File: config.mk
export PLATFORM = sky130hd
export DESIGN_NAME = adt_off_timer
export DESIGN_NICKNAME = d
export VERILOG_FILES = /design/src/rtl/adt_pkg.sv /design/src/rtl/adt_phase_timer.sv /design/src/rtl/adt_diode_meter.sv /design/src/rtl/adt_tuner.sv /design/src/rtl/adt_off_timer.sv
export SDC_FILE = /design/constraint.sdc
export NUM_CORES = 1
export LEC_CHECK = 0
export ABC_AREA = 1
export ABC_CLOCK_PERIOD_IN_PS = 2870
export BUFFER_PORTS_ARGS = -buffer_cell sky130_fd_sc_hd__buf_2
export CAP_MARGIN = 20
export CORE_ASPECT_RATIO = 0.5
export CORE_UTILIZATION = 51
export DETAILED_ROUTE_END_ITERATION = 12
export PLACE_DENSITY = 0.65
export SYNTH_ARGS = -nofsm -noshare
export SYNTH_HDL_FRONTEND = slang
export SYNTH_SLANG_ARGS = --single-unit
File: constraint.sdc
create_clock -name clk -period 2.87 [get_ports clk]
set_input_delay 0.574 -clock clk [delete_from_list [all_inputs] [get_ports clk]]
set_output_delay 0.574 -clock clk [all_outputs]
set_load 0.05 [all_outputs]
File: src/rtl/adt_pkg.sv
package adt_pkg;
  typedef enum logic [1:0] {
    PH_IDLE = 2'd0,
    PH_ON   = 2'd1,
    PH_MEAS = 2'd2
  } phase_e;
endpackage

File: src/rtl/adt_phase_timer.sv
// Counts ticks of gate conduction and ticks since the zero crossing.
module adt_phase_timer #(
  parameter int PW    = 12,
  parameter int BLANK = 38
) (
  input  logic          clk,
  input  logic          rst_n,
  input  logic          clr,
  input  logic          run,
  input  logic          vds_zero,
  input  logic [PW-1:0] half,
  output logic [PW-1:0] on_cnt,
  output logic [PW-1:0] zcnt,
  output logic          zero_seen,
  output logic          blank_done,
  output logic          mask_done
);
  localparam logic [PW-1:0] BLANK_C = PW'(BLANK);
  localparam logic [PW-1:0] CMAX    = {PW{1'b1}};

  always_ff @(posedge clk) begin
    if (!rst_n || clr) begin
      on_cnt    <= '0;
      zcnt      <= '0;
      zero_seen <= 1'b0;
    end else if (run) begin
      if (on_cnt != CMAX) on_cnt <= on_cnt + 1'b1;
      if (!zero_seen) begin
        if (vds_zero) begin
          zero_seen <= 1'b1;
          zcnt      <= '0;
        end
      end else if (zcnt != CMAX) begin
        zcnt <= zcnt + 1'b1;
      end
    end
  end

  assign blank_done = (on_cnt >= BLANK_C);
  assign mask_done  = (on_cnt >= half);

  p_zcnt_idle_r3: assert property (@(posedge clk) disable iff (!rst_n)
    (!zero_seen && !clr) |=> (zcnt == '0));
endmodule

File: src/rtl/adt_diode_meter.sv
// Measures residual body-diode conduction after turn-off.
module adt_diode_meter #(
  parameter int PW = 12
) (
  input  logic          clk,
  input  logic          rst_n,
  input  logic          clr,
  input  logic          run,
  output logic [PW-1:0] dcnt
);
  localparam logic [PW-1:0] CMAX = {PW{1'b1}};

  always_ff @(posedge clk) begin
    if (!rst_n || clr)                 dcnt <= '0;
    else if (run && dcnt != CMAX)      dcnt <= dcnt + 1'b1;
  end

  p_meter_mono_r5: assert property (@(posedge clk) disable iff (!rst_n)
    (!clr) |=> (dcnt >= $past(dcnt)));
endmodule

File: src/rtl/adt_tuner.sv
// Closed-loop update of the turn-off delay and the fast threshold code.
module adt_tuner #(
  parameter int PW    = 12,
  parameter int ZW    = 6,
  parameter int TGT   = 9,
  parameter int ZGAIN = 0,
  parameter int ZINIT = 0
) (
  input  logic          clk,
  input  logic          rst_n,
  input  logic          reload,
  input  logic [PW-1:0] period,
  input  logic          upd,
  input  logic          upd_fast,
  input  logic [PW-1:0] dcnt,
  output logic [PW-1:0] dly,
  output logic [ZW-1:0] zth
);
  localparam logic [PW-1:0]    TGT_C = PW'(TGT);
  localparam int               SW    = PW + ZW + 1;
  localparam logic [SW-1:0]    ZMAX  = SW'((1 << ZW) - 1);

  logic [PW-1:0] excess;
  logic [SW-1:0] zsum;
  logic [ZW-1:0] zth_next;
  logic [PW-1:0] dly_up, dly_dn;

  always_comb begin
    excess   = (dcnt - TGT_C) >> ZGAIN;
    zsum     = {{(PW+1){1'b0}}, zth} + {{(ZW+1){1'b0}}, excess};
    zth_next = (zsum > ZMAX) ? ZMAX[ZW-1:0] : zsum[ZW-1:0];
    dly_up   = (dly >= period) ? period : dly + 1'b1;
    dly_dn   = (dly == '0) ? '0 : dly - 1'b1;
  end

  always_ff @(posedge clk) begin
    if (!rst_n || reload) begin
      dly <= period >> 1;
      zth <= ZW'(ZINIT);
    end else if (upd) begin
      if (upd_fast) begin
        if (dcnt > TGT_C) zth <= zth_next;
      end else begin
        if (dcnt > TGT_C)      dly <= dly_up;
        else if (dcnt < TGT_C) dly <= dly_dn;
      end
    end
  end

  p_dly_step_r6: assert property (@(posedge clk) disable iff (!rst_n)
    !$past(reload) |-> ({1'b0, dly} <= {1'b0, $past(dly)} + 1'b1));
  p_zth_mono_r7: assert property (@(posedge clk) disable iff (!rst_n)
    !$past(reload) |-> (zth >= $past(zth)));
  p_zth_hold_slow_r7: assert property (@(posedge clk) disable iff (!rst_n || reload)
    (upd && !upd_fast) |=> $stable(zth));
  p_dly_hold_fast_r7: assert property (@(posedge clk) disable iff (!rst_n || reload)
    (upd && upd_fast) |=> $stable(dly));
endmodule

File: src/rtl/adt_off_timer.sv
// Top: per-channel turn-off decision with adaptive and fast paths.
module adt_off_timer #(
  parameter int PW    = 12,
  parameter int ZW    = 6,
  parameter int BLANK = 38,
  parameter int TGT   = 9,
  parameter int ZGAIN = 0,
  parameter int ZINIT = 0
) (
  input  logic          clk,
  input  logic          rst_n,
  input  logic          reload,
  input  logic [PW-1:0] period,
  input  logic          gate_on,
  input  logic          vds_zero,
  input  logic          zc_fast,
  input  logic          diode_cond,
  output logic          gate_drv,
  output logic          off_pulse,
  output logic          off_fast,
  output logic [PW-1:0] dly_code,
  output logic [ZW-1:0] zth_code
);
  import adt_pkg::*;

  phase_e        st;
  logic          start_q;
  logic [PW-1:0] half;
  logic [PW-1:0] on_cnt, zcnt, dcnt;
  logic          zero_seen, blank_done, mask_done;
  logic          in_on, in_meas, fire_fast, fire_slow, fire, meas_end;

  assign half      = period >> 1;
  assign in_on     = (st == PH_ON);
  assign in_meas   = (st == PH_MEAS);
  assign fire_fast = in_on && zc_fast && blank_done;
  assign fire_slow = in_on && mask_done &&
                     (start_q || (zero_seen && zcnt >= dly_code));
  assign fire      = fire_fast || fire_slow;
  assign meas_end  = in_meas && !diode_cond && !reload;

  adt_phase_timer #(.PW(PW), .BLANK(BLANK)) u_phase (
    .clk(clk), .rst_n(rst_n),
    .clr(st == PH_IDLE && gate_on), .run(in_on),
    .vds_zero(vds_zero), .half(half),
    .on_cnt(on_cnt), .zcnt(zcnt), .zero_seen(zero_seen),
    .blank_done(blank_done), .mask_done(mask_done)
  );

  adt_diode_meter #(.PW(PW)) u_meter (
    .clk(clk), .rst_n(rst_n),
    .clr(fire), .run(in_meas && diode_cond),
    .dcnt(dcnt)
  );

  adt_tuner #(.PW(PW), .ZW(ZW), .TGT(TGT), .ZGAIN(ZGAIN), .ZINIT(ZINIT)) u_tune (
    .clk(clk), .rst_n(rst_n), .reload(reload), .period(period),
    .upd(meas_end), .upd_fast(off_fast), .dcnt(dcnt),
    .dly(dly_code), .zth(zth_code)
  );

  always_ff @(posedge clk) begin
    if (!rst_n || reload) begin
      st        <= PH_IDLE;
      start_q   <= 1'b1;
      off_pulse <= 1'b0;
      off_fast  <= 1'b0;
    end else begin
      off_pulse <= 1'b0;
      case (st)
        PH_IDLE: if (gate_on) st <= PH_ON;
        PH_ON: if (fire) begin
          st        <= PH_MEAS;
          off_pulse <= 1'b1;
          off_fast  <= fire_fast;
          start_q   <= 1'b0;
        end
        PH_MEAS: if (!diode_cond) st <= PH_IDLE;
        default: st <= PH_IDLE;
      endcase
    end
  end

  assign gate_drv = in_on;

  p_pulse_after_gate_r8: assert property (@(posedge clk) disable iff (!rst_n)
    off_pulse |-> $past(gate_drv));
  p_pulse_single_r8: assert property (@(posedge clk) disable iff (!rst_n)
    off_pulse |=> !off_pulse);
  p_fast_blank_r4: assert property (@(posedge clk) disable iff (!rst_n)
    (off_pulse && off_fast) |-> ($past(on_cnt) >= PW'(BLANK)));
  p_slow_mask_r3: assert property (@(posedge clk) disable iff (!rst_n)
    (off_pulse && !off_fast) |-> $past(mask_done));
  p_no_refire_r9: assert property (@(posedge clk) disable iff (!rst_n)
    in_meas |=> !gate_drv);
endmodule

==> results of run 1 <==
==> stage by stage <==
stage / util, % / cells / instance area [sq um] / hold WS, ps
finish: 60.07 / 966 / 5749 / 489.8
global route: 60.07 / 966 / 5749 / 513.7
CTS: 60.07 / 966 / 5749 / 489.0
detailed placement: 57.10 / 950 / 5465 / 481.4
global placement: 57.10 / 950 / 5465 / 463.0
floorplan: - / 781 / 5107 / 447.2
==> cell type report <==
cell class              instances  area [sq um]  area share [%]
clock inverters                 5         51.30          0.8923
inverters                     113         424.2           7.378
well taps                     135         168.9           2.938
multi-input cells             593          3291           57.24
flip-flops and latches         60          1311           22.81
clock buffers                  11         232.7           4.048
repair buffers                 49         270.3           4.701
==> kinds of logic (layout without fill, tap and decap cells) <==
family | count (synthesis) | after routing | synth area share, %
simple gates | 393 | 393 | 33.19
compound gates | 101 | 101 | 10.36
xor+xnor | 48 | 48 | 8.231
buf+inv | 128 | 178 | 9.897
fa+ha+maj | 51 | 51 | 12.64
flops | 60 | 60 | 25.67
==> cells in the mapped netlist (4+ instances only) <==
cell / number / area, sq um
a21oi_1: 61 / 305.3
buf_2: 4 / 20.02
clkbuf_1: 6 / 22.52
dfxtp_1: 49 / 980.9
edfxtp_1: 11 / 330.3
ha_1: 50 / 625.6
inv_1: 107 / 401.6
inv_2: 5 / 18.77
nand2_1: 179 / 671.9
nand2_2: 6 / 37.54
nand3_1: 52 / 260.3
nand4_1: 23 / 143.9
nor2_1: 101 / 379.1
nor2_2: 4 / 25.02
nor3_1: 15 / 75.07
nor4_1: 6 / 37.54
o21ai_0: 28 / 140.1
xnor2_1: 5 / 43.79
xor2_1: 43 / 376.6
==> worst max-delay path, stage by stage (launching register included) <==
cell and delay (ps):
dfxtp_1 430, inv_1 150, ha_1 260, xor2_1 160, ha_1 380, nand2_1 70
o21ai_0 320, nand3_1 160, nand2_1 90, nand2_1 50, nand2_1 60, nand3_2 150
nor2_1 130, nor2_1 40
==> worst max path at each step <==
stage	to	depth (start not counted)	startpoint
floorplan	u_meter.dcnt[1]	17	u_tune.dly[7]
global placement	u_tune.dly[9]	12	period[11]
detailed placement	u_tune.dly[8]	13	period[7]
CTS	u_tune.zth[5]	11	u_meter.dcnt[0]
global route	u_tune.zth[1]	13	u_meter.dcnt[0]
finish	u_tune.zth[4]	13	u_meter.dcnt[0]
==> power breakdown <==
group	leakage [nW]	internal (mW)	switching [mW]	total [mW]
registers	0.505	0.880	0.0321	0.912
clock network	0.144	0.668	0.390	1.06
logic	1.92	0.114	0.252	0.366
==> registers in the layout, summed over array words and instances (netlist names) <==
name / flops
u_phase.on_cnt: 12
start_q: 1
u_tune.dly: 12
st: 2
u_phase.zero_seen: 1
off_pulse: 1
off_fast: 1
u_meter.dcnt: 12
u_tune.zth: 6
u_phase.zcnt: 12
==> per-layer routing <==
metal  GRT usage, %  vias up
met5              0        -
met4          5.437        0
met3          6.365       13
met2          48.17       90
met1          32.09     2235
li1               -     2629
==> tab_implementation.tex, run 1 <==
\begin{tabular}{lr}
\hline
Metric & Value \\
\hline
\multicolumn{2}{l}{\textbf{Layout}} \\
\quad Area overhead of the layout relative to synthesis & 12.57\% \\
\quad Most frequent cells in the layout & nand2\_1 (179), inv\_1 (107), nor2\_1 (101), a21oi\_1 (61), nand3\_1 (52) \\
\quad Layout cells sized above 1 & 10.23\% \\
\quad Total Nets Final & 896 \\
\quad Most common library cell in the layout ignoring fill and taps & nand2\_1 \\
\quad Fillers & $\sim$1000 \\
\quad ANT cells & 0 \\
\multicolumn{2}{l}{\textbf{Logic synthesis}} \\
\quad Number of flops mapped to enable cells by yosys & 11 \\
\quad Seq/Total Area, Yosys & about a quarter \\
\quad Mean instance size in the synthesized netlist & 6.540 sq um \\
\quad Count of state elements after synthesis & 60 \\
\quad Net Count, Synth & 851 \\
\quad Synthesis warning total & 0 \\
\quad Asr flop ratio synth & 0\% \\
\quad Distinct cell type count of the synthesized netlist & 37 \\
\quad Synthesized area & 0.005107 sq mm \\
\quad Post-synthesis cell count & just under 800 \\
\quad Post-synth top flop & dfxtp\_1 \\
\multicolumn{2}{l}{\textbf{Place}} \\
\quad Last weighted congestion value of the routability-driven placer & about 0.89 \\
\quad Sum of net half-perimeters after detailed placement & 10.01 mm \\
\quad Post-placement setup slack & around 240 ps \\
\quad Port bufs & 39 \\
\multicolumn{2}{l}{\textbf{Run status}} \\
\quad Status & complete, no violations \\
\multicolumn{2}{l}{\textbf{Min path}} \\
\quad Source of the worst hold timing path & start\_q \\
\quad End of the worst hold path & start\_q \\
\quad Min-Delay Path Depth & 2 \\
\quad Worst Hold Class & reg2reg \\
\multicolumn{2}{l}{\textbf{Timing}} \\
\quad Max-slew violation count & 0 \\
\quad Worst Max-Slew Pin Slew & approximately 530 ps \\
\quad Number of failing hold endpoints at the final stage & 0 \\
\quad Unrepaired setup endpoints after global routing & false \\
\quad Headroom to the max-slew limit & between 60\% and 70\% \\
\quad Maximum clock frequency & $\sim$0.39 GHz \\
\quad Fin Clk Skew & 5.895 ps \\
\quad Setup TNS & 0 ps \\
\quad Final critical path time including I/O delays and setup & between 2000 and 3000 ps \\
\quad Minimum setup slack in the final design & 322.9 ps \\
\quad Setup Viol. Count Final & 0 \\
\quad Final period util & 88.75\% \\
\multicolumn{2}{l}{\textbf{Floorplan}} \\
\quad Die boundary width & around 140 microns \\
\quad Initial core utilization & 53.36\% \\
\quad FP Rows & 25 \\
\quad Count of boundary I/O pins & 40 \\
\quad Area of the die & 0.01044 sq mm \\
\quad Vertical die dimension & around 73 microns \\
\quad Core footprint & 0.009572 sq mm \\
\multicolumn{2}{l}{\textbf{Worst setup path}} \\
\quad Critical register-to-register path endpoint & u\_tune.zth[4] \\
\quad Worst reg2reg path depth & 13 \\
\quad Arrival time at the worst endpoint & 2770 ps \\
\quad Maximum net fanout on the critical path & 6 \\
\quad Kind of end point of the critical path & flip-flop \\
\quad Required time of the critical path & 3090 ps \\
\quad Register-to-register path setup slack & around 320 ps \\
\quad Crit Path Category & reg2reg \\
\quad Critical Path Source Type & flip-flop \\
\quad Launching point of the worst reg2reg path & u\_meter.dcnt[0] \\
\multicolumn{2}{l}{\textbf{Routing}} \\
\quad Met3 Routed Length & between 600 and 700 microns \\
\quad Final WL & 12.82 mm \\
\quad Detail Route met2 WL & $\sim$6.2 mm \\
\quad Detailed-route vias per instance & between 5 and 6 \\
\quad Total number of vias & approximately 5.0k \\
\quad Average wire length per cell after detail routing & 13.27 microns \\
\quad Remaining design rule violation count & 0 \\
\quad Iteration-0 DRC Markers & just over 300 \\
\quad Top layer in use & met4 \\
\quad Number of nets with antenna violations after detailed routing & 0 \\
\quad Detailed-routing iteration count for the pre-antenna-repair pass & 5 \\
\quad Post-Route M1 WL & 5.891 mm \\
\multicolumn{2}{l}{\textbf{Global routing}} \\
\quad Total Routing Usage GR & 26.50\% \\
\quad Total congestion overflow after global routing & 0 \\
\quad First-pass GRT wire length & approximately 22 mm \\
\quad Number of global-route vias before repair & approximately 4.6k \\
\quad Antenna violations before repair & 0 \\
\quad Pin count of the biggest net entering global routing & 16 \\
\multicolumn{2}{l}{\textbf{Clock tree}} \\
\quad Clk slew on worst S/H paths & $\sim$50 ps \\
\quad Number of levels in the clock H-tree & 3 \\
\quad Post-CTS Repair Setup Buffers & 0 \\
\quad Latest clock arrival within the worst-skew pair & about 330 ps \\
\quad Maximum clock path buffer count & 2 \\
\quad Gates resized, CTS repair & 0 \\
\quad Number of buffers inserted during clock tree synthesis & 9 \\
\quad Clock sink total & 60 \\
\quad Master cell of the clock root buffer & clkbuf\_16 \\
\quad Number of hold-repair buffers added at the cts stage & 0 \\
\quad CTS tree & yes \\
\multicolumn{2}{l}{\textbf{Power}} \\
\quad Total power of the final layout & $\sim$2.3 mW \\
\quad Power density relative to cell area & $\sim$400 mW/mm\^{}2 \\
\quad Reported leakage power & 2.567 nW \\
\quad Highest ir drop seen on vdd & approximately 0.26 mV \\
\multicolumn{2}{l}{\textbf{Run}} \\
\quad Reported max-cap violation count & 0 \\
\hline
\end{tabular}
Power figures use the tool's default switching activity.
==> run 2, diff against run 1 <==
--- a/config.mk
+++ b/config.mk
@@ -13,6 +13,7 @@
 export CORE_UTILIZATION = 51
 export DETAILED_ROUTE_END_ITERATION = 12
 export PLACE_DENSITY = 0.65
+export REMOVE_ABC_BUFFERS = 1
 export SYNTH_ARGS = -nofsm -noshare
 export SYNTH_HDL_FRONTEND = slang
 export SYNTH_SLANG_ARGS = --single-unit
==> tab_implementation.tex, run 2 (synthesis results as in run 1) <==
\begin{tabular}{lr}
\hline
Metric & Value \\
\hline
\multicolumn{2}{l}{\textbf{Layout}} \\
\quad Finished Layout Cells & 962 (was 966) \\
\quad Utilization of the core after routing & 59.75\% (was 60.07\%) \\
\quad Fillers & 968 (was 974) \\
\quad Area overhead of the layout relative to synthesis & 11.98\% (was 12.57\%) \\
\quad Most frequent cells in the layout & nand2\_1 (179), inv\_1 (107), nor2\_1 (101), a21oi\_1 (61), nand3\_1 (52) (unchanged) \\
\quad ANT cells & 0 (unchanged) \\
\quad Layout cells sized above 1 & 10.04\% (was 10.23\%) \\
\quad Total Nets Final & 893 (was 896) \\
\quad Most common library cell in the layout ignoring fill and taps & nand2\_1 (unchanged) \\
\quad Design area & 0.005719 sq mm (was 0.005749 sq mm) \\
\multicolumn{2}{l}{\textbf{Place}} \\
\quad Port bufs & 39 (unchanged) \\
\quad Post-placement setup slack & 247.4 ps (was 240.2 ps) \\
\quad Sum of net half-perimeters after detailed placement & 9.975 mm (was 10.01 mm) \\
\quad Last weighted congestion value of the routability-driven placer & 0.8992 (was 0.8851) \\
\quad Number of instances in the placed design & 947 (was 950) \\
\quad Area after detailed placement & 0.005443 sq mm (was 0.005465 sq mm) \\
\multicolumn{2}{l}{\textbf{Floorplan}} \\
\quad Count of boundary I/O pins & 40 (unchanged) \\
\quad FP Rows & 25 (unchanged) \\
\quad Die boundary width & 143.5 microns (unchanged) \\
\quad Core footprint & 0.009572 sq mm (unchanged) \\
\quad Initial core utilization & 53.36\% (unchanged) \\
\quad Vertical die dimension & 72.76 microns (unchanged) \\
\quad Area of the die & 0.01044 sq mm (unchanged) \\
\multicolumn{2}{l}{\textbf{Clock tree}} \\
\quad Post-CTS Repair Setup Buffers & 0 (unchanged) \\
\quad Latest clock arrival within the worst-skew pair & 330 ps (about the same) \\
\quad Number of levels in the clock H-tree & 3 (unchanged) \\
\quad Maximum clock path buffer count & 2 (unchanged) \\
\quad Gates resized, CTS repair & 0 (unchanged) \\
\quad Master cell of the clock root buffer & clkbuf\_16 (unchanged) \\
\quad Number of buffers inserted during clock tree synthesis & 9 (unchanged) \\
\quad CTS tree & yes (unchanged) \\
\quad Clk slew on worst S/H paths & 50 ps (about the same) \\
\quad Number of hold-repair buffers added at the cts stage & 0 (unchanged) \\
\quad Clock sink total & 60 (unchanged) \\
\multicolumn{2}{l}{\textbf{Worst setup path}} \\
\quad Kind of end point of the critical path & flip-flop (unchanged) \\
\quad Launching point of the worst reg2reg path & u\_meter.dcnt[0] (unchanged) \\
\quad Critical register-to-register path endpoint & u\_tune.zth[5] (was u\_tune.zth[4]) \\
\quad Arrival time at the worst endpoint & 2790 ps (was 2770 ps) \\
\quad WP buf/inv & 1 (unchanged) \\
\quad Maximum net fanout on the critical path & 6 (unchanged) \\
\quad Worst setup path startpoint & u\_meter.dcnt[0] (unchanged) \\
\quad Peak per-stage delay on the critical path & 430 ps (about the same) \\
\quad Slowest CP cell & dfxtp\_1 (unchanged) \\
\quad Number of cells on the critical path & 14 (was 13) \\
\quad Worst reg2reg path depth & 14 (was 13) \\
\quad Required time of the critical path & 3140 ps (was 3090 ps) \\
\quad Worst setup path endpoint & u\_tune.zth[5] (was u\_tune.zth[4]) \\
\quad Most prevalent standard cell on the critical path & nand2\_1 (unchanged) \\
\quad Ordered cell list for the critical path & inv\_1 > ha\_1 > nand2\_1 > nand2\_1 > xor2\_1 > ha\_1 > nand4\_1 > o211ai\_1 > nand2\_1 > nand2\_1 > nand2\_1 > nand3\_2 > nor2\_1 > nor2\_1 (was inv\_1 > ha\_1 > xor2\_1 > ha\_1 > nand2\_1 > o21ai\_0 > nand3\_1 > nand2\_1 > nand2\_1 > nand2\_1 > nand3\_2 > nor2\_1 > nor2\_1) \\
\quad Largest delay share family, worst path & simple AND/OR/NAND/NOR gates (unchanged) \\
\quad Register-to-register path setup slack & 350 ps (was 320 ps) \\
\quad Critical Path Source Type & flip-flop (unchanged) \\
\quad Crit Path Category & reg2reg (unchanged) \\
\multicolumn{2}{l}{\textbf{Timing}} \\
\quad Unrepaired setup endpoints after global routing & false (unchanged) \\
\quad Worst Max-Slew Pin Slew & 566.9 ps (was 531.9 ps) \\
\quad Setup Viol. Count Final & 0 (unchanged) \\
\quad Number of failing hold endpoints at the final stage & 0 (unchanged) \\
\quad Worst hold slack & 481.3 ps (was 489.8 ps) \\
\quad Fin Clk Skew & 6.960 ps (was 5.895 ps) \\
\quad Headroom to the max-slew limit & 61.81\% (was 64.41\%) \\
\quad Max-slew violation count & 0 (unchanged) \\
\quad Setup TNS & 0 ps (unchanged) \\
\quad Minimum setup slack in the final design & 346.0 ps (was 322.9 ps) \\
\quad Final critical path time including I/O delays and setup & 2524 ps (was 2547 ps) \\
\quad Final period util & 87.94\% (was 88.75\%) \\
\quad Maximum clock frequency & 0.3962 GHz (was 0.3926 GHz) \\
\multicolumn{2}{l}{\textbf{Global routing}} \\
\quad Number of global-route vias before repair & 4757 (was 4611) \\
\quad Pin count of the biggest net entering global routing & 17 (was 16) \\
\quad Total congestion overflow after global routing & 0 (unchanged) \\
\quad Antenna violations before repair & 0 (unchanged) \\
\quad First-pass GRT wire length & 21.81 mm (was 21.58 mm) \\
\quad Total Routing Usage GR & 26.85\% (was 26.50\%) \\
\multicolumn{2}{l}{\textbf{Routing}} \\
\quad Remaining design rule violation count & 0 (unchanged) \\
\quad Total number of vias & 5034 (was 4967) \\
\quad Number of nets with antenna violations after detailed routing & 0 (unchanged) \\
\quad Detailed-route vias per instance & 5.233 (was 5.142) \\
\quad Detailed-routing iteration count for the pre-antenna-repair pass & 5 (unchanged) \\
\quad Average wire length per cell after detail routing & 13.43 microns (was 13.27 microns) \\
\quad Iteration-0 DRC Markers & 274 (was 311) \\
\quad Final WL & 12.92 mm (was 12.82 mm) \\
\multicolumn{2}{l}{\textbf{Run}} \\
\quad Reported max-cap violation count & 0 (unchanged) \\
\multicolumn{2}{l}{\textbf{Min path}} \\
\quad Worst Hold Class & reg2reg (unchanged) \\
\multicolumn{2}{l}{\textbf{Power}} \\
\quad Reported leakage power & 2.549 nW (was 2.567 nW) \\
\quad Total power of the final layout & 2.292 mW (was 2.336 mW) \\
\quad Power density relative to cell area & 400.8 mW/mm\^{}2 (was 406.4 mW/mm\^{}2) \\
\quad Highest ir drop seen on vdd & 0.2679 mV (was 0.2642 mV) \\
\multicolumn{2}{l}{\textbf{Run status}} \\
\quad Status & complete, no violations (unchanged) \\
\hline
\end{tabular}
run 2: report_power, final:
group	total [mW]	switching [mW]	internal, mW
logic	0.360	0.248	0.111
clock network	1.02	0.393	0.623
registers	0.916	0.0361	0.880
total	2.29	0.677	1.61
run 2: worst min-delay path by stage:
stage                              endpoint  cells past startpoint     start  slack [ps]
final                               start_q                      2   start_q         480
after detailed placement            start_q                      2   start_q         480
after global placement              start_q                      2   start_q         470
after global routing      u_phase.zero_seen                      3  vds_zero         510
after CTS                           start_q                      2   start_q         490
after floorplan                     start_q                      2   start_q         450
run 2: worst reg2reg max path: stages, from the launching register on:
cell and delay, ps:
dfxtp_1 430, inv_1 160, ha_1 250, nand2_1 70, nand2_1 120, xor2_1 180, ha_1 370, nand4_1 110
o211ai_1 260, nand2_1 80, nand2_1 60, nand2_1 60, nand3_2 160, nor2_1 60, nor2_1 90
run 2: area by class of cell:
class	instances	area [sq um]	share of cell area (%)
Multi-Input combinational cell	593	3291	57.54
Sequential cell	60	1311	22.93
Inverter	113	424.2	7.416
Clock buffer	11	252.7	4.419
Timing Repair Buffer	46	247.7	4.332
Tap cell	135	168.9	2.953
Clock inverter	4	23.77	0.4157
run 2: layer usage:
metal / GRT usage (%) / wire length, microns / up-vias
met2: 47.95 / 6064 / 117
li1: - / - / 2614
met4: 8.865 / 261 / 0
met3: 5.446 / 640 / 20
met1: 32.62 / 5951 / 2283
met5: 0 / 0 / -
==> run 3, diff against run 2 <==
--- a/config.mk
+++ b/config.mk
@@ -5,14 +5,14 @@
 export SDC_FILE = /design/constraint.sdc
 export NUM_CORES = 1
 export LEC_CHECK = 0
-export ABC_AREA = 1
+export ABC_AREA = 0
 export ABC_CLOCK_PERIOD_IN_PS = 2870
 export BUFFER_PORTS_ARGS = -buffer_cell sky130_fd_sc_hd__buf_2
 export CAP_MARGIN = 20
 export CORE_ASPECT_RATIO = 0.5
 export CORE_UTILIZATION = 51
 export DETAILED_ROUTE_END_ITERATION = 12
-export PLACE_DENSITY = 0.65
+export PLACE_DENSITY = 0.66
 export REMOVE_ABC_BUFFERS = 1
 export SYNTH_ARGS = -nofsm -noshare
 export SYNTH_HDL_FRONTEND = slang
==> tab_implementation.tex, run 3 <==
\begin{tabular}{lr}
\hline
Metric & Value \\
\hline
\multicolumn{2}{l}{\textbf{Floorplan}} \\
\quad FP Rows & 23 (was 25) \\
\quad Area of the die & 0.009365 sq mm (was 0.01044 sq mm) \\
\quad Initial core utilization & 54.75\% (was 53.36\%) \\
\quad Die boundary width & 135.9 microns (was 143.5 microns) \\
\quad Core footprint & 0.008346 sq mm (was 0.009572 sq mm) \\
\quad Count of boundary I/O pins & 40 (unchanged) \\
\quad Vertical die dimension & 68.93 microns (was 72.76 microns) \\
\multicolumn{2}{l}{\textbf{Logic synthesis}} \\
\quad Mean instance size in the synthesized netlist & 8.369 sq um (was 6.540 sq um) \\
\quad Post-synthesis cell count & 546 (was 781) \\
\quad Post-synth top flop & dfxtp\_1 (unchanged) \\
\quad Top cells by area in the synthesized netlist & dfxtp\_1 (21\%), ha\_1 (14\%), edfxtp\_1 (7.2\%), xor2\_1 (5.9\%), nor2\_1 (5.3\%) (was dfxtp\_1 (19\%), nand2\_1 (13\%), ha\_1 (12\%), inv\_1 (7.9\%), nor2\_1 (7.4\%)) \\
\quad Asr flop ratio synth & 0\% (unchanged) \\
\quad Seq/Total Area, Yosys & 28.70\% (was 25.67\%) \\
\quad Distinct cell type count of the synthesized netlist & 62 (was 37) \\
\quad Synthesis warning total & 0 (unchanged) \\
\quad Share of Yosys cell area claimed by the top area cell type & 21.47\% (was 19.21\%) \\
\quad Number of flops mapped to enable cells by yosys & 11 (unchanged) \\
\quad Leading area contributor after synthesis & dfxtp\_1 (unchanged) \\
\quad Synthesized area & 0.004569 sq mm (was 0.005107 sq mm) \\
\quad Top post-synthesis cells by count & nor2\_1 (64), ha\_1 (50), dfxtp\_1 (49), nand2\_1 (36), inv\_1 (35) (was nand2\_1 (179), inv\_1 (107), nor2\_1 (101), a21oi\_1 (61), nand3\_1 (52)) \\
\quad Count of state elements after synthesis & 60 (unchanged) \\
\quad Cell with the most instances after synthesis & nor2\_1 (was nand2\_1) \\
\multicolumn{2}{l}{\textbf{Power}} \\
\quad Cell-internal power & 1.640 mW (was 1.615 mW) \\
\quad Total power of the final layout & 2.302 mW (was 2.292 mW) \\
\quad Part of the power in registers & 40.0\% (about the same) \\
\quad Clock share of power & 44.6\% (was 44.3\%) \\
\quad Power dissipated by switching net loads & 662.2 uW (was 677.4 uW) \\
\quad Power density relative to cell area & 444.9 mW/mm\^{}2 (was 400.8 mW/mm\^{}2) \\
\quad Reported leakage power & 2.142 nW (was 2.549 nW) \\
\quad Switching power share of the total & 28.76\% (was 29.55\%) \\
\quad Comb pwr share & 15.4\% (was 15.7\%) \\
\quad Highest ir drop seen on vdd & 0.2878 mV (was 0.2679 mV) \\
\multicolumn{2}{l}{\textbf{Layout}} \\
\quad ANT cells & 0 (unchanged) \\
\quad Finished Layout Cells & 709 (was 962) \\
\quad Most frequent cells in the layout & nor2\_1 (64), ha\_1 (50), dfxtp\_1 (49), buf\_2 (39), nand2\_1 (36) (was nand2\_1 (179), inv\_1 (107), nor2\_1 (101), a21oi\_1 (61), nand3\_1 (52)) \\
\quad Design area & 0.005175 sq mm (was 0.005719 sq mm) \\
\quad Area overhead of the layout relative to synthesis & 13.25\% (was 11.98\%) \\
\quad Utilization of the core after routing & 62.01\% (was 59.75\%) \\
\quad Total Nets Final & 662 (was 893) \\
\quad Most common library cell in the layout ignoring fill and taps & nor2\_1 (was nand2\_1) \\
\quad Layout cells sized above 1 & 12.23\% (was 10.04\%) \\
\multicolumn{2}{l}{\textbf{Place}} \\
\quad Area after detailed placement & 0.004888 sq mm (was 0.005443 sq mm) \\
\quad Last weighted congestion value of the routability-driven placer & 0.8980 (was 0.8992) \\
\quad Number of instances in the placed design & 692 (was 947) \\
\quad Port bufs & 39 (unchanged) \\
\quad Sum of net half-perimeters after detailed placement & 8.668 mm (was 9.975 mm) \\
\multicolumn{2}{l}{\textbf{Clock tree}} \\
\quad CTS tree & yes (unchanged) \\
\quad Clk slew on worst S/H paths & 50 ps (about the same) \\
\quad Latest clock arrival within the worst-skew pair & 330 ps (about the same) \\
\quad Maximum clock path buffer count & 2 (unchanged) \\
\quad Clock sink total & 60 (unchanged) \\
\quad Number of levels in the clock H-tree & 3 (unchanged) \\
\quad Master cell of the clock root buffer & clkbuf\_16 (unchanged) \\
\quad Number of buffers inserted during clock tree synthesis & 9 (unchanged) \\
\multicolumn{2}{l}{\textbf{Routing}} \\
\quad Detailed-route vias per instance & 5.739 (was 5.233) \\
\quad Remaining design rule violation count & 0 (unchanged) \\
\quad Iteration-0 DRC Markers & 271 (was 274) \\
\quad Detailed-routing iteration count for the pre-antenna-repair pass & 5 (unchanged) \\
\quad Number of nets with antenna violations after detailed routing & 0 (unchanged) \\
\quad Final WL & 11.41 mm (was 12.92 mm) \\
\quad Total number of vias & 4069 (was 5034) \\
\quad Average wire length per cell after detail routing & 16.09 microns (was 13.43 microns) \\
\multicolumn{2}{l}{\textbf{Worst setup path}} \\
\quad Arrival time at the worst endpoint & 2820 ps (was 2790 ps) \\
\quad WP buf/inv & 3 (was 1) \\
\quad Peak per-stage delay on the critical path & 430 ps (about the same) \\
\quad Crit Path Category & reg2reg (unchanged) \\
\quad Largest delay share family, worst path & compound AO/OA/AOI/OAI gates (was simple AND/OR/NAND/NOR gates) \\
\quad Slowest CP cell & dfxtp\_1 (unchanged) \\
\quad Ordered cell list for the critical path & inv\_1 > ha\_1 > inv\_1 > ha\_1 > a211oi\_1 > o21bai\_1 > a21oi\_1 > nor3b\_1 > nor4b\_4 > buf\_4 > a21oi\_1 (was inv\_1 > ha\_1 > nand2\_1 > nand2\_1 > xor2\_1 > ha\_1 > nand4\_1 > o211ai\_1 > nand2\_1 > nand2\_1 > nand2\_1 > nand3\_2 > nor2\_1 > nor2\_1) \\
\quad Kind of end point of the critical path & flip-flop (unchanged) \\
\quad Maximum net fanout on the critical path & 7 (was 6) \\
\quad Critical Path Source Type & flip-flop (unchanged) \\
\quad Required time of the critical path & 3090 ps (was 3140 ps) \\
\multicolumn{2}{l}{\textbf{Global routing}} \\
\quad Number of global-route vias before repair & 3586 (was 4757) \\
\quad First-pass GRT wire length & 17.78 mm (was 21.81 mm) \\
\quad Total Routing Usage GR & 25.60\% (was 26.85\%) \\
\quad Pin count of the biggest net entering global routing & 22 (was 17) \\
\quad Total congestion overflow after global routing & 0 (unchanged) \\
\quad Antenna violations before repair & 0 (unchanged) \\
\multicolumn{2}{l}{\textbf{Run status}} \\
\quad Status & complete, no violations (unchanged) \\
\multicolumn{2}{l}{\textbf{Run}} \\
\quad Reported max-cap violation count & 0 (unchanged) \\
\multicolumn{2}{l}{\textbf{Timing}} \\
\quad Fin Clk Skew & 4.868 ps (was 6.960 ps) \\
\quad Final critical path time including I/O delays and setup & 2602 ps (was 2524 ps) \\
\quad Setup TNS & 0 ps (unchanged) \\
\quad Number of failing hold endpoints at the final stage & 0 (unchanged) \\
\quad Max-slew violation count & 0 (unchanged) \\
\quad Final period util & 90.65\% (was 87.94\%) \\
\quad Maximum clock frequency & 0.3844 GHz (was 0.3962 GHz) \\
\quad Unrepaired setup endpoints after global routing & false (unchanged) \\
\quad Headroom to the max-slew limit & 42.92\% (was 61.81\%) \\
\quad Setup Viol. Count Final & 0 (unchanged) \\
\quad Worst Max-Slew Pin Slew & 852.2 ps (was 566.9 ps) \\
\multicolumn{2}{l}{\textbf{Min path}} \\
\quad Worst Hold Class & in2reg (was reg2reg) \\
\hline
\end{tabular}
## run 3: repair_timing
item                       4_1_cts  5_1_grt
buffers inserted                 0        1
hold buffers                     0        0
setup endpoints to repair        0        1
resized for setup                0        0
## run 3: worst paths after layout
kind	start	end	slack, ps	cells past startpoint
setup / recovery	u_meter.dcnt[0]	u_tune.zth[1]	270	11
hold / removal	gate_on	st[0]	500	2
setup reg to reg	u_meter.dcnt[0]	u_tune.zth[1]	270	11
hold reg to reg	start_q	start_q	510	1
## run 3: worst reg2reg max path, stage by stage (launching register included)
cell      delay, ps
dfxtp_1         430
inv_1           120
ha_1            360
inv_1            60
ha_1            280
a211oi_1        260
o21bai_1        110
a21oi_1         230
nor3b_1         120
nor4b_4         270
buf_4           180
a21oi_1          70
## run 3: area by class of cell
cell class | instances | area (sq um)
fill | 788 | 3171
inverter | 36 | 135.1
timing repair buffer | 51 | 285.3
sequential | 60 | 1311
multi-input combinational | 434 | 3024
clock buffer | 12 | 257.7
clock inverter | 4 | 21.27
tap | 112 | 140.1
## run 3: kinds of logic after synthesis
family,Yosys count,share of synthesized area (%)
and+or+nand+nor,203,22.81
AOI/OAI and AO/OA,110,15.36
DFF,60,28.70
xor gates and xnor gates,55,10.54
buffers and inverters,52,5.120
adders and majority gates,52,14.38
muxes,14,3.094
## run 3: metal layers
layer  part of all wire [%]  up-vias  track usage [%]
li1                       -     2068                -
met1                     49     1884            34.13
met2                     43      107            41.33
met3                    7.0       10            7.091
met4                   0.77        0            6.111
met5                      0        -                0
## run 3: stage by stage
| stage | worst slack, ps | hold WS (ps) |
|---|---|---|
| after floorplan | -49.91 | 444.5 |
| after global placement | 296.5 | 481.5 |
| after detailed placement | 230.3 | 493.2 |
| after CTS | 186.2 | 499.8 |
| after global routing | 93.52 | 510.0 |
| final | 268.3 | 503.1 |
## run 3: power groups by stage
stage | clock network (mW) | logic [mW] | registers (mW)
finish | 1.03 | 0.355 | 0.921
floorplan | 0 | 0.185 | 0.985
CTS | 1.05 | 0.352 | 0.919
global route | 1.07 | 0.389 | 0.923
global placement | 0 | 0.345 | 0.937
detailed placement | 0 | 0.349 | 0.937
